**config.mk**
```make
export PLATFORM = sky130hd
export DESIGN_NAME = chardisp_hostif
export DESIGN_NICKNAME = d
export VERILOG_FILES = /design/src/rtl/chardisp_pkg.sv /design/src/rtl/chardisp_ctrl.sv /design/src/rtl/chardisp_dpath.sv /design/src/rtl/chardisp_hostif.sv
export SDC_FILE = /design/constraint.sdc
export NUM_CORES = 1
export LEC_CHECK = 0
export CAP_MARGIN = 25
export CORE_MARGIN = 5
export CORE_UTILIZATION = 25
export CTS_BUF_LIST = sky130_fd_sc_hd__clkbuf_4 sky130_fd_sc_hd__clkbuf_8
export CTS_CLUSTER_DIAMETER = 30
export DETAILED_ROUTE_END_ITERATION = 10
export GPL_TIMING_DRIVEN = 0
export PLACE_DENSITY = 0.48
export SLEW_MARGIN = 10
export SYNTH_ARGS = -nofsm -noshare
export SYNTH_HDL_FRONTEND = slang
export SYNTH_SLANG_ARGS = --single-unit
```
**constraint.sdc**
```tcl
create_clock -name clk -period 7.6 [get_ports clk]
set_input_delay 0.76 -clock clk [delete_from_list [all_inputs] [get_ports clk]]
set_output_delay 0.76 -clock clk [all_outputs]
set_load 0.1 [all_outputs]
```
**src/rtl/chardisp_pkg.sv**
```systemverilog
package chardisp_pkg;

  // strobes from the control unit to the datapath, one cycle wide each
  typedef struct packed {
    logic hiCapture;  // keep the high nibble of a split write
    logic acLoad;     // load address counter from the assembled byte
    logic acLoadCg;   // the load targets glyph memory
    logic acStep;     // step address counter
    logic acDown;     // step direction is down
    logic acClear;    // counter to zero, display memory selected
    logic drReload;   // refill the data register from memory
    logic memWr;      // write the assembled byte to memory
  } dpStrobe_t;

endpackage

```
**src/rtl/chardisp_ctrl.sv**
```systemverilog
module chardisp_ctrl
  import chardisp_pkg::*;
#(
  parameter int SHORT_CYC = 16,
  parameter int LONG_CYC  = 40
) (
  input  logic       clk,
  input  logic       rstN,
  input  logic       busRs,
  input  logic       busRw,
  input  logic       busE,
  input  logic [7:0] fullByte,
  output dpStrobe_t  strb,
  output logic       nibMode,
  output logic       lowPhase,
  output logic       busy
);

  localparam int CNT_W = $clog2(LONG_CYC + 1);

  logic             ePrev;
  logic             fall;
  logic             isStatus;
  logic             accept;
  logic             complete;
  logic             firstHalf;
  logic             incDir;
  logic             reloadPend;
  logic [CNT_W-1:0] busyCnt;

  // decode results
  logic cLoad, cCg, cStep, cDown, cClear, cReload, cLong, cFunc, cEntry, cWrite;

  always_ff @(posedge clk or negedge rstN) begin
    if (!rstN) ePrev <= 1'b0;
    else       ePrev <= busE;
  end

  assign fall      = ePrev & ~busE;
  assign isStatus  = ~busRs & busRw;
  assign busy      = (busyCnt != '0);
  assign accept    = fall & (isStatus | ~busy);
  assign complete  = accept & (~nibMode | lowPhase);
  assign firstHalf = accept & nibMode & ~lowPhase;

  always_comb begin
    cLoad = 1'b0; cCg = 1'b0; cStep = 1'b0; cDown = 1'b0; cClear = 1'b0;
    cReload = 1'b0; cLong = 1'b0; cFunc = 1'b0; cEntry = 1'b0; cWrite = 1'b0;
    if (complete && !busRs && !busRw) begin
      casez (fullByte)
        8'b1???????: begin cLoad = 1'b1; cReload = 1'b1; end
        8'b01??????: begin cLoad = 1'b1; cCg = 1'b1; cReload = 1'b1; end
        8'b001?????: cFunc = 1'b1;
        8'b0001????: begin
          if (!fullByte[3]) begin
            cStep = 1'b1; cDown = ~fullByte[2]; cReload = 1'b1;
          end
        end
        8'b000001??: cEntry = 1'b1;
        8'b0000001?: begin cClear = 1'b1; cLong = 1'b1; end
        8'b00000001: begin cClear = 1'b1; cLong = 1'b1; end
        default: ;
      endcase
    end else if (complete && busRs && busRw) begin
      cStep = 1'b1; cDown = ~incDir; cReload = 1'b1;
    end else if (complete && busRs && !busRw) begin
      cWrite = 1'b1; cStep = 1'b1; cDown = ~incDir;
    end
  end

  always_ff @(posedge clk or negedge rstN) begin
    if (!rstN) begin
      nibMode    <= 1'b0;
      lowPhase   <= 1'b0;
      incDir     <= 1'b1;
      reloadPend <= 1'b0;
      busyCnt    <= '0;
    end else begin
      reloadPend <= cReload;
      if (cFunc) nibMode <= ~fullByte[4];
      if (cEntry) incDir <= fullByte[1];
      if (cFunc && fullByte[4]) lowPhase <= 1'b0;
      else if (firstHalf)       lowPhase <= 1'b1;
      else if (complete)        lowPhase <= 1'b0;
      if (complete && !isStatus) begin
        if (cLong) busyCnt <= CNT_W'(LONG_CYC);
        else       busyCnt <= CNT_W'(SHORT_CYC);
      end else if (busy) begin
        busyCnt <= busyCnt - 1'b1;
      end
    end
  end

  always_comb begin
    strb           = '0;
    strb.hiCapture = firstHalf & ~busRw;
    strb.acLoad    = cLoad;
    strb.acLoadCg  = cCg;
    strb.acStep    = cStep;
    strb.acDown    = cDown;
    strb.acClear   = cClear;
    strb.drReload  = reloadPend;
    strb.memWr     = cWrite;
  end

endmodule

```
**src/rtl/chardisp_dpath.sv**
```systemverilog
module chardisp_dpath
  import chardisp_pkg::*;
#(
  parameter int DATA_W = 8,
  parameter int ADDR_W = 7
) (
  input  logic              clk,
  input  logic              rstN,
  input  dpStrobe_t         strb,
  input  logic              nibMode,
  input  logic              lowPhase,
  input  logic              busy,
  input  logic              busRs,
  input  logic              busRw,
  input  logic              busE,
  input  logic [DATA_W-1:0] dbIn,
  input  logic [DATA_W-1:0] memRdData,
  output logic [DATA_W-1:0] fullByte,
  output logic [DATA_W-1:0] dbOut,
  output logic              dbOe,
  output logic [ADDR_W-1:0] memAddr,
  output logic              memCgSel,
  output logic              memWrEn,
  output logic [DATA_W-1:0] memWrData
);

  localparam int NIB_W = DATA_W / 2;

  logic [NIB_W-1:0]  hiNib;
  logic [ADDR_W-1:0] ac;
  logic [ADDR_W-1:0] acStepped;
  logic [ADDR_W-1:0] acNext;
  logic              cgSel;
  logic [DATA_W-1:0] dr;
  logic [DATA_W-1:0] outByte;

  assign fullByte = nibMode ? {hiNib, dbIn[DATA_W-1:NIB_W]} : dbIn;

  always_comb begin
    acStepped = strb.acDown ? ac - 1'b1 : ac + 1'b1;
    acNext    = acStepped;
    if (cgSel) acNext[ADDR_W-1] = 1'b0;  // glyph addresses wrap in 6 bits
  end

  always_ff @(posedge clk or negedge rstN) begin
    if (!rstN) begin
      hiNib <= '0;
      ac    <= '0;
      cgSel <= 1'b0;
      dr    <= '0;
    end else begin
      if (strb.hiCapture) hiNib <= dbIn[DATA_W-1:NIB_W];
      if (strb.acClear) begin
        ac    <= '0;
        cgSel <= 1'b0;
      end else if (strb.acLoad) begin
        cgSel <= strb.acLoadCg;
        if (strb.acLoadCg) ac <= {1'b0, fullByte[ADDR_W-2:0]};
        else               ac <= fullByte[ADDR_W-1:0];
      end else if (strb.acStep) begin
        ac <= acNext;
      end
      if (strb.drReload) dr <= memRdData;
    end
  end

  assign memAddr   = ac;
  assign memCgSel  = cgSel;
  assign memWrEn   = strb.memWr;
  assign memWrData = fullByte;

  assign outByte = busRs ? dr : {busy, ac};
  always_comb begin
    if (!nibMode)     dbOut = outByte;
    else if (lowPhase) dbOut = {outByte[NIB_W-1:0], {NIB_W{1'b0}}};
    else               dbOut = {outByte[DATA_W-1:NIB_W], {NIB_W{1'b0}}};
  end
  assign dbOe = busE & busRw;

endmodule

```
**src/rtl/chardisp_hostif.sv**
```systemverilog
module chardisp_hostif
  import chardisp_pkg::*;
#(
  parameter int SHORT_CYC = 16,
  parameter int LONG_CYC  = 40
) (
  input  logic       clk,
  input  logic       rstN,
  input  logic       busRs,
  input  logic       busRw,
  input  logic       busE,
  input  logic [7:0] dbIn,
  output logic [7:0] dbOut,
  output logic       dbOe,
  output logic [6:0] memAddr,
  output logic       memCgSel,
  output logic       memWrEn,
  output logic [7:0] memWrData,
  input  logic [7:0] memRdData
);

  dpStrobe_t  strb;
  logic       nibMode;
  logic       lowPhase;
  logic       busy;
  logic [7:0] fullByte;

  chardisp_ctrl #(.SHORT_CYC(SHORT_CYC), .LONG_CYC(LONG_CYC)) u_ctrl (
    .clk(clk), .rstN(rstN), .busRs(busRs), .busRw(busRw), .busE(busE),
    .fullByte(fullByte), .strb(strb), .nibMode(nibMode),
    .lowPhase(lowPhase), .busy(busy)
  );

  chardisp_dpath #(.DATA_W(8), .ADDR_W(7)) u_dpath (
    .clk(clk), .rstN(rstN), .strb(strb), .nibMode(nibMode),
    .lowPhase(lowPhase), .busy(busy), .busRs(busRs), .busRw(busRw),
    .busE(busE), .dbIn(dbIn), .memRdData(memRdData), .fullByte(fullByte),
    .dbOut(dbOut), .dbOe(dbOe), .memAddr(memAddr), .memCgSel(memCgSel),
    .memWrEn(memWrEn), .memWrData(memWrData)
  );

endmodule

```
# After elaboration in Yosys (flattened, before gate mapping)

Cells that the tools add are included.
Widths: inputs -> output; s select.

Register bits after elaboration: 31
Input port bits: 21
Output and inout bits: 26
Word-level logic and storage cells: 98

Add/sub/neg operators: 3
Eq/ne operators: 6
Mux-type cells: 43
Bitwise gates (word level): 19
Reduce and logical (&&, ||, !) cells: 17

Operators by type and width:

| kind                | count |
|---|---|
| $mux 7              | 5 |
| $mux 8              | 4 |
| $mux 1              | 30 |
| $mux 6              | 3 |
| $not 1->1           | 9 |
| $and 1x1->1         | 8 |
| $eq 8x1->1 const B  | 1 |
| $add 7x1->7 const B | 1 |
| $eq 7x1->1 const B  | 1 |
| $logic_and 1x1->1   | 7 |
| $sub 7x1->7 const B | 1 |
| $eq 6x1->1 const B  | 1 |
| $reduce_bool 3->1   | 2 |
| $reduce_bool 6->1   | 1 |
| $sub 6x1->6 const B | 1 |
| $eq 4x1->1 const B  | 1 |
| $reduce_bool 2->1   | 2 |
| $reduce_or 2->1     | 2 |
| $eq 3x1->1 const B  | 1 |
| $logic_not 1->1     | 3 |
| $eq 2x1->1 const B  | 1 |
| $or 1x1->1          | 2 |
| $pmux 1 s2          | 1 |

# Logic depth before layout (Yosys ltp)

Depth in word-level cells: 15
Mapped depth: 12
Gate-level depth less buffers: 12

# Hierarchy

From an unflattened synthesis, not the netlist that was laid out.

Cells, all modules: 213
Area, all modules: 2169.6 µm²

Modules (own cells, without submodules):

| module         | times used | cells an instance | area each (µm²) | sequential area each (µm²) |
|---|---|---|---|---|
| chardisp_dpath | 1          | 134               | 1441.4          | 500.5 |
| chardisp_ctrl  | 1          | 79                | 728.2           | 276.5 |

# Least setup slack after synthesis

No wires, ideal clock.

Path type: input to output
Start: input port busE
End: output port memWrEn
Arrival time: 2680 ps
Data required time: 6840 ps
Path slack: 4160 ps
Stages: 4
Path buffers: 0
Cells stage by stage: nand4bb_1 nor3_1 nand2_1 nor2_1

Word-level cells in the longest chain between the ends: 9
Elaborated cells on any way between the ends: 12
Classes of those cells: mux: 3; bitwise: 4; reduce/logical: 5

Ends and longest elaborated chain:

| element           | RTL line                                 | source |
|---|---|---|
| from (decl)       | chardisp_hostif.sv:11                    | `input logic busE,` |
| $not 1->1 *       | chardisp_ctrl.sv:39                      | `assign fall = ePrev & ~busE;` |
| $and 1x1->1 *     | chardisp_ctrl.sv:39                      |  |
| $and 1x1->1 *     | chardisp_ctrl.sv:42                      | `assign accept = fall & (isStatus \| ~busy);` |
| $and 1x1->1 *     | chardisp_ctrl.sv:43                      | `assign complete = accept & (~nibMode \| lowPhase);` |
| $logic_and 1x1->1 | chardisp_ctrl.sv:64, chardisp_ctrl.sv:66 |  |
| $logic_and 1x1->1 | chardisp_ctrl.sv:66                      | `end else if (complete && busRs && !busRw) begin` |
| $mux 1            | chardisp_ctrl.sv:66                      |  |
| $mux 1            | chardisp_ctrl.sv:64                      | `end else if (complete && busRs && busRw) begin` |
| $mux 1 *          | chardisp_ctrl.sv:49                      | `if (complete && !busRs && !busRw) begin` |
| to (decl)         | chardisp_hostif.sv:17                    | `output logic memWrEn,` |

Every way passes the cells marked *; elsewhere a longest branch is shown, timed or not.

# Final worst setup path

Same ends and word-level chain as after synthesis.

==> flow_metrics.tcl <==
set metrics [dict create \
    rows 32 \
    min_period_ns 4.11 \
    startpoint "busE" \
    fmax_mhz 243 \
    power_mw 0.388 \
    cp-end-kind "output port" \
    drive_gt1_frac 0.202 \
    drv_cap 0 \
    syn_area_mm2 0.00202 \
    place.gp.congestion 0.774 \
    synth-simple-area-share 0.171 \
    initial_core_util 0.258 \
    fin_tns_setup_ns 0 \
    hpwl_mm 4.23 \
    h-tree-depth 2 \
    die_h_um 99.8 \
    holdBufCountCts 0 \
    grt_util_all_layers 0.119 \
    post_cts.repair.setup_buffers 0 \
    clk_pin_slew_worst_paths_ns 0.07 \
    vias 1682 \
    cts_resized 0 \
    yosys-mux-area-fraction 0.207 \
    yosys.area.top_type "dfrtp_1" \
    reg2reg_slack_ns 4.01 \
    cp_common_cell "clkdlybuf4s50_1" \
    synthCells 193 \
    hold_viol 0 \
    grt-ovfl-total 0 \
    wl_met1_mm 2.50 \
    reg2reg_from "u_ctrl.busyCnt[0]" \
    ys_ff_latch 31 \
    path_max_fanout 4 \
    clkSinkCount 31 \
    path_depth 6 \
    power_switching_mw 0.0994 \
    leakage_nw 1.15 \
    yosysSeqAreaShare 0.385 \
    maxSlewViolCount 0 \
    die_width_um 99.8 \
    power_density_mw_per_mm2 143 \
    nets 274 \
    period_share 0.541 \
    setup_viol 0 \
    coreArea_mm2 0.00781 \
    wl_per_cell_um 15.5 \
    critPathKind "input port to output port" \
    final_common_cell "clkdlybuf4s50_1" \
    synthAdderAreaFrac 0.0472 \
    path_buf_inv 2 \
    worstMarginPinSlew_ns 0.983 \
    cts_root_buf "clkbuf_8" \
    clock-skew-final_ns 0.00226 \
    yosys_warnings 0 \
    synth_fp_nets 221 \
    syn2layout_area_growth_pct 34.8 \
    p_int_mw 0.289 \
    power_frac_seq 0.426 \
    crit_chain "clkdlybuf4s50_1 > nand4bb_1 > nor3_1 > nand2_1 > nor2_1 > clkdlybuf4s50_1" \
    design.die.area_mm2 0.00996 \
    synth_xor_area_frac 0.0286 \
    port_buffers 46 \
    cts_tree "done" \
    netlist.area_leader.share 0.372 \
    synth_ff_type "dfrtp_1" \
    drc 0 \
    ant_nets 0 \
    dr.max_layer_used "met4" \
    async_reset_ff_frac 1.00 \
    first_iter_violations 55 \
    r2r-end "u_dpath.memAddr[6]" \
    critical_path.max_stage_delay_ns 1.14 \
    antenna_found_initial 0 \
    hold_ws_ns 0.505 \
    rsz0062_at_grt "no" \
    final_cell_mix "clkdlybuf4s50_1, dfrtp_1, mux2_2" \
    crit_end "memWrEn" \
    io_pins 47 \
    hold_path_class "flip-flop to flip-flop" \
    p_comb_frac 0.134 \
    syn_avg_cell_area_um2 10.4 \
    synth_cell_types 50 \
    clock_latency_ns 0.28 \
    slowest_stage "clkdlybuf4s50_1" \
    grt_pass1_wl_mm 9.33 \
    p_sw_frac 0.256 \
    firstDrtPassIters 4 \
    synth-edff-count 0 \
    ir_worst_vdd_v 0.0000683 \
    outcome "complete, no violations" \
    clockBufferDepth 2 \
    clkPwrFrac 0.440 \
    met3_wirelength_um 302 \
    totalWireLength_mm 5.41 \
    grt_max_degree 32 \
    slew_headroom 0.343 \
    synth_top_family_by_area "multiplexers" \
    critical_path_required_ns 6.84 \
    vias_per_cell 4.82 \
    cts_buffers 5 \
    start_kind "input port" \
    reg2regPathDepth 12 \
    critical-path-top-delay-family "buffers and inverters" \
    num_antenna_cells 0 \
    wl_met2_mm 2.51 \
    grt_pass1_vias 1792 \
    synth_compound_area_frac 0.138 \
    ys_top_cells_by_area "dfrtp_1, mux2_2, mux2i_1" \
    arrival_ns 3.35 \
]
## cell families (layout without fill, tap and decap cells)
family	Yosys count	count (layout)
compound gates	42	42
xor+xnor	5	5
fa+ha+maj	7	7
buf+inv	12	66
flops	31	31
mux	34	34
simple gates	62	62
## synthesized netlist by cell type, drive strengths merged, types with 4 or more instances
cell and instances:
dfrtp 30, mux2 21, nor2 18, o21ai 14, nand2 12, a21oi 11, mux2i 9, ha 6
inv 6, a211oi 5, nor3 5, mux4 4, xnor2 4
## layout make-up
type                       instances  area [um2]
clock buffer                       6        82.6
tap                              102         128
buffer                             6        23.8
clock inverter                     2        35.0
inverter                           6        22.5
multi-input combinational        150        1190
fill                             810        5090
sequential                        31         777
timing repair buffer              46         455
## layer usage
layer	vias to the layer above	GRT usage
met5	-	0
met4	0	0.0420
met3	9	0.0361
met2	38	0.184
met1	813	0.157
li1	822	-
## how the worst min path moves through the flow
| stage | start | endpoint | slack [ns] | cells after the start |
|---|---|---|---|---|
| after global routing | u_dpath.dr[7] | u_dpath.dr[7] | 0.54 | 1 |
| after detailed placement | u_dpath.dr[5] | u_dpath.dr[5] | 0.50 | 1 |
| after global placement | u_dpath.dr[5] | u_dpath.dr[5] | 0.49 | 1 |
| final | u_dpath.dr[7] | u_dpath.dr[7] | 0.50 | 1 |
| after CTS | u_dpath.dr[7] | u_dpath.dr[7] | 0.51 | 1 |
| after floorplan | rstN | u_ctrl.busyCnt[0] | 0.46 | 0 |
## sequential cells by signal, indices dropped and copies added, names as in the netlist
| signal | flops |
|---|---|
| u_dpath.dr | 8 |
| u_dpath.memAddr | 7 |
| u_ctrl.busyCnt | 6 |
| u_dpath.hiNib | 4 |
| u_ctrl.ePrev | 1 |
| u_ctrl.incDir | 1 |
| u_ctrl.lowPhase | 1 |
| u_ctrl.nibMode | 1 |
| u_ctrl.reloadPend | 1 |
| u_dpath.memCgSel | 1 |
## power by group through the flow
stage	registers, mW	clock network [mW]	logic (mW)
global route	0.165	0.185	0.0558
floorplan	0.168	0	0.0296
CTS	0.165	0.177	0.0531
global placement	0.169	0	0.0531
finish	0.165	0.171	0.0522
detailed placement	0.168	0	0.0528
## stage by stage
stage / instances / util / instance area (um2) / worst slack [ns]
after floorplan: 193 / - / 2020 / 4.16
after global placement: 341 / 0.333 / 2600 / 3.43
after detailed placement: 341 / 0.333 / 2600 / 3.42
after CTS: 349 / 0.348 / 2720 / 3.47
after global routing: 349 / 0.348 / 2720 / 3.32
final: 349 / 0.348 / 2720 / 3.49
## worst reg2reg max path, cell delays in order, from the launching register on
cell and delay [ns]:
dfrtp_1 0.41, inv_1 0.07, ha_1 0.21, nand4bb_1 0.23, or4_4 0.61, o2111a_2 0.38, fa_1 0.45, a211oi_1 0.32
o21bai_1 0.14, a21oi_1 0.19, xnor3_1 0.24, a21oi_1 0.18, o21ai_2 0.06
No activity file was read; power rests on OpenSTA's default activity.
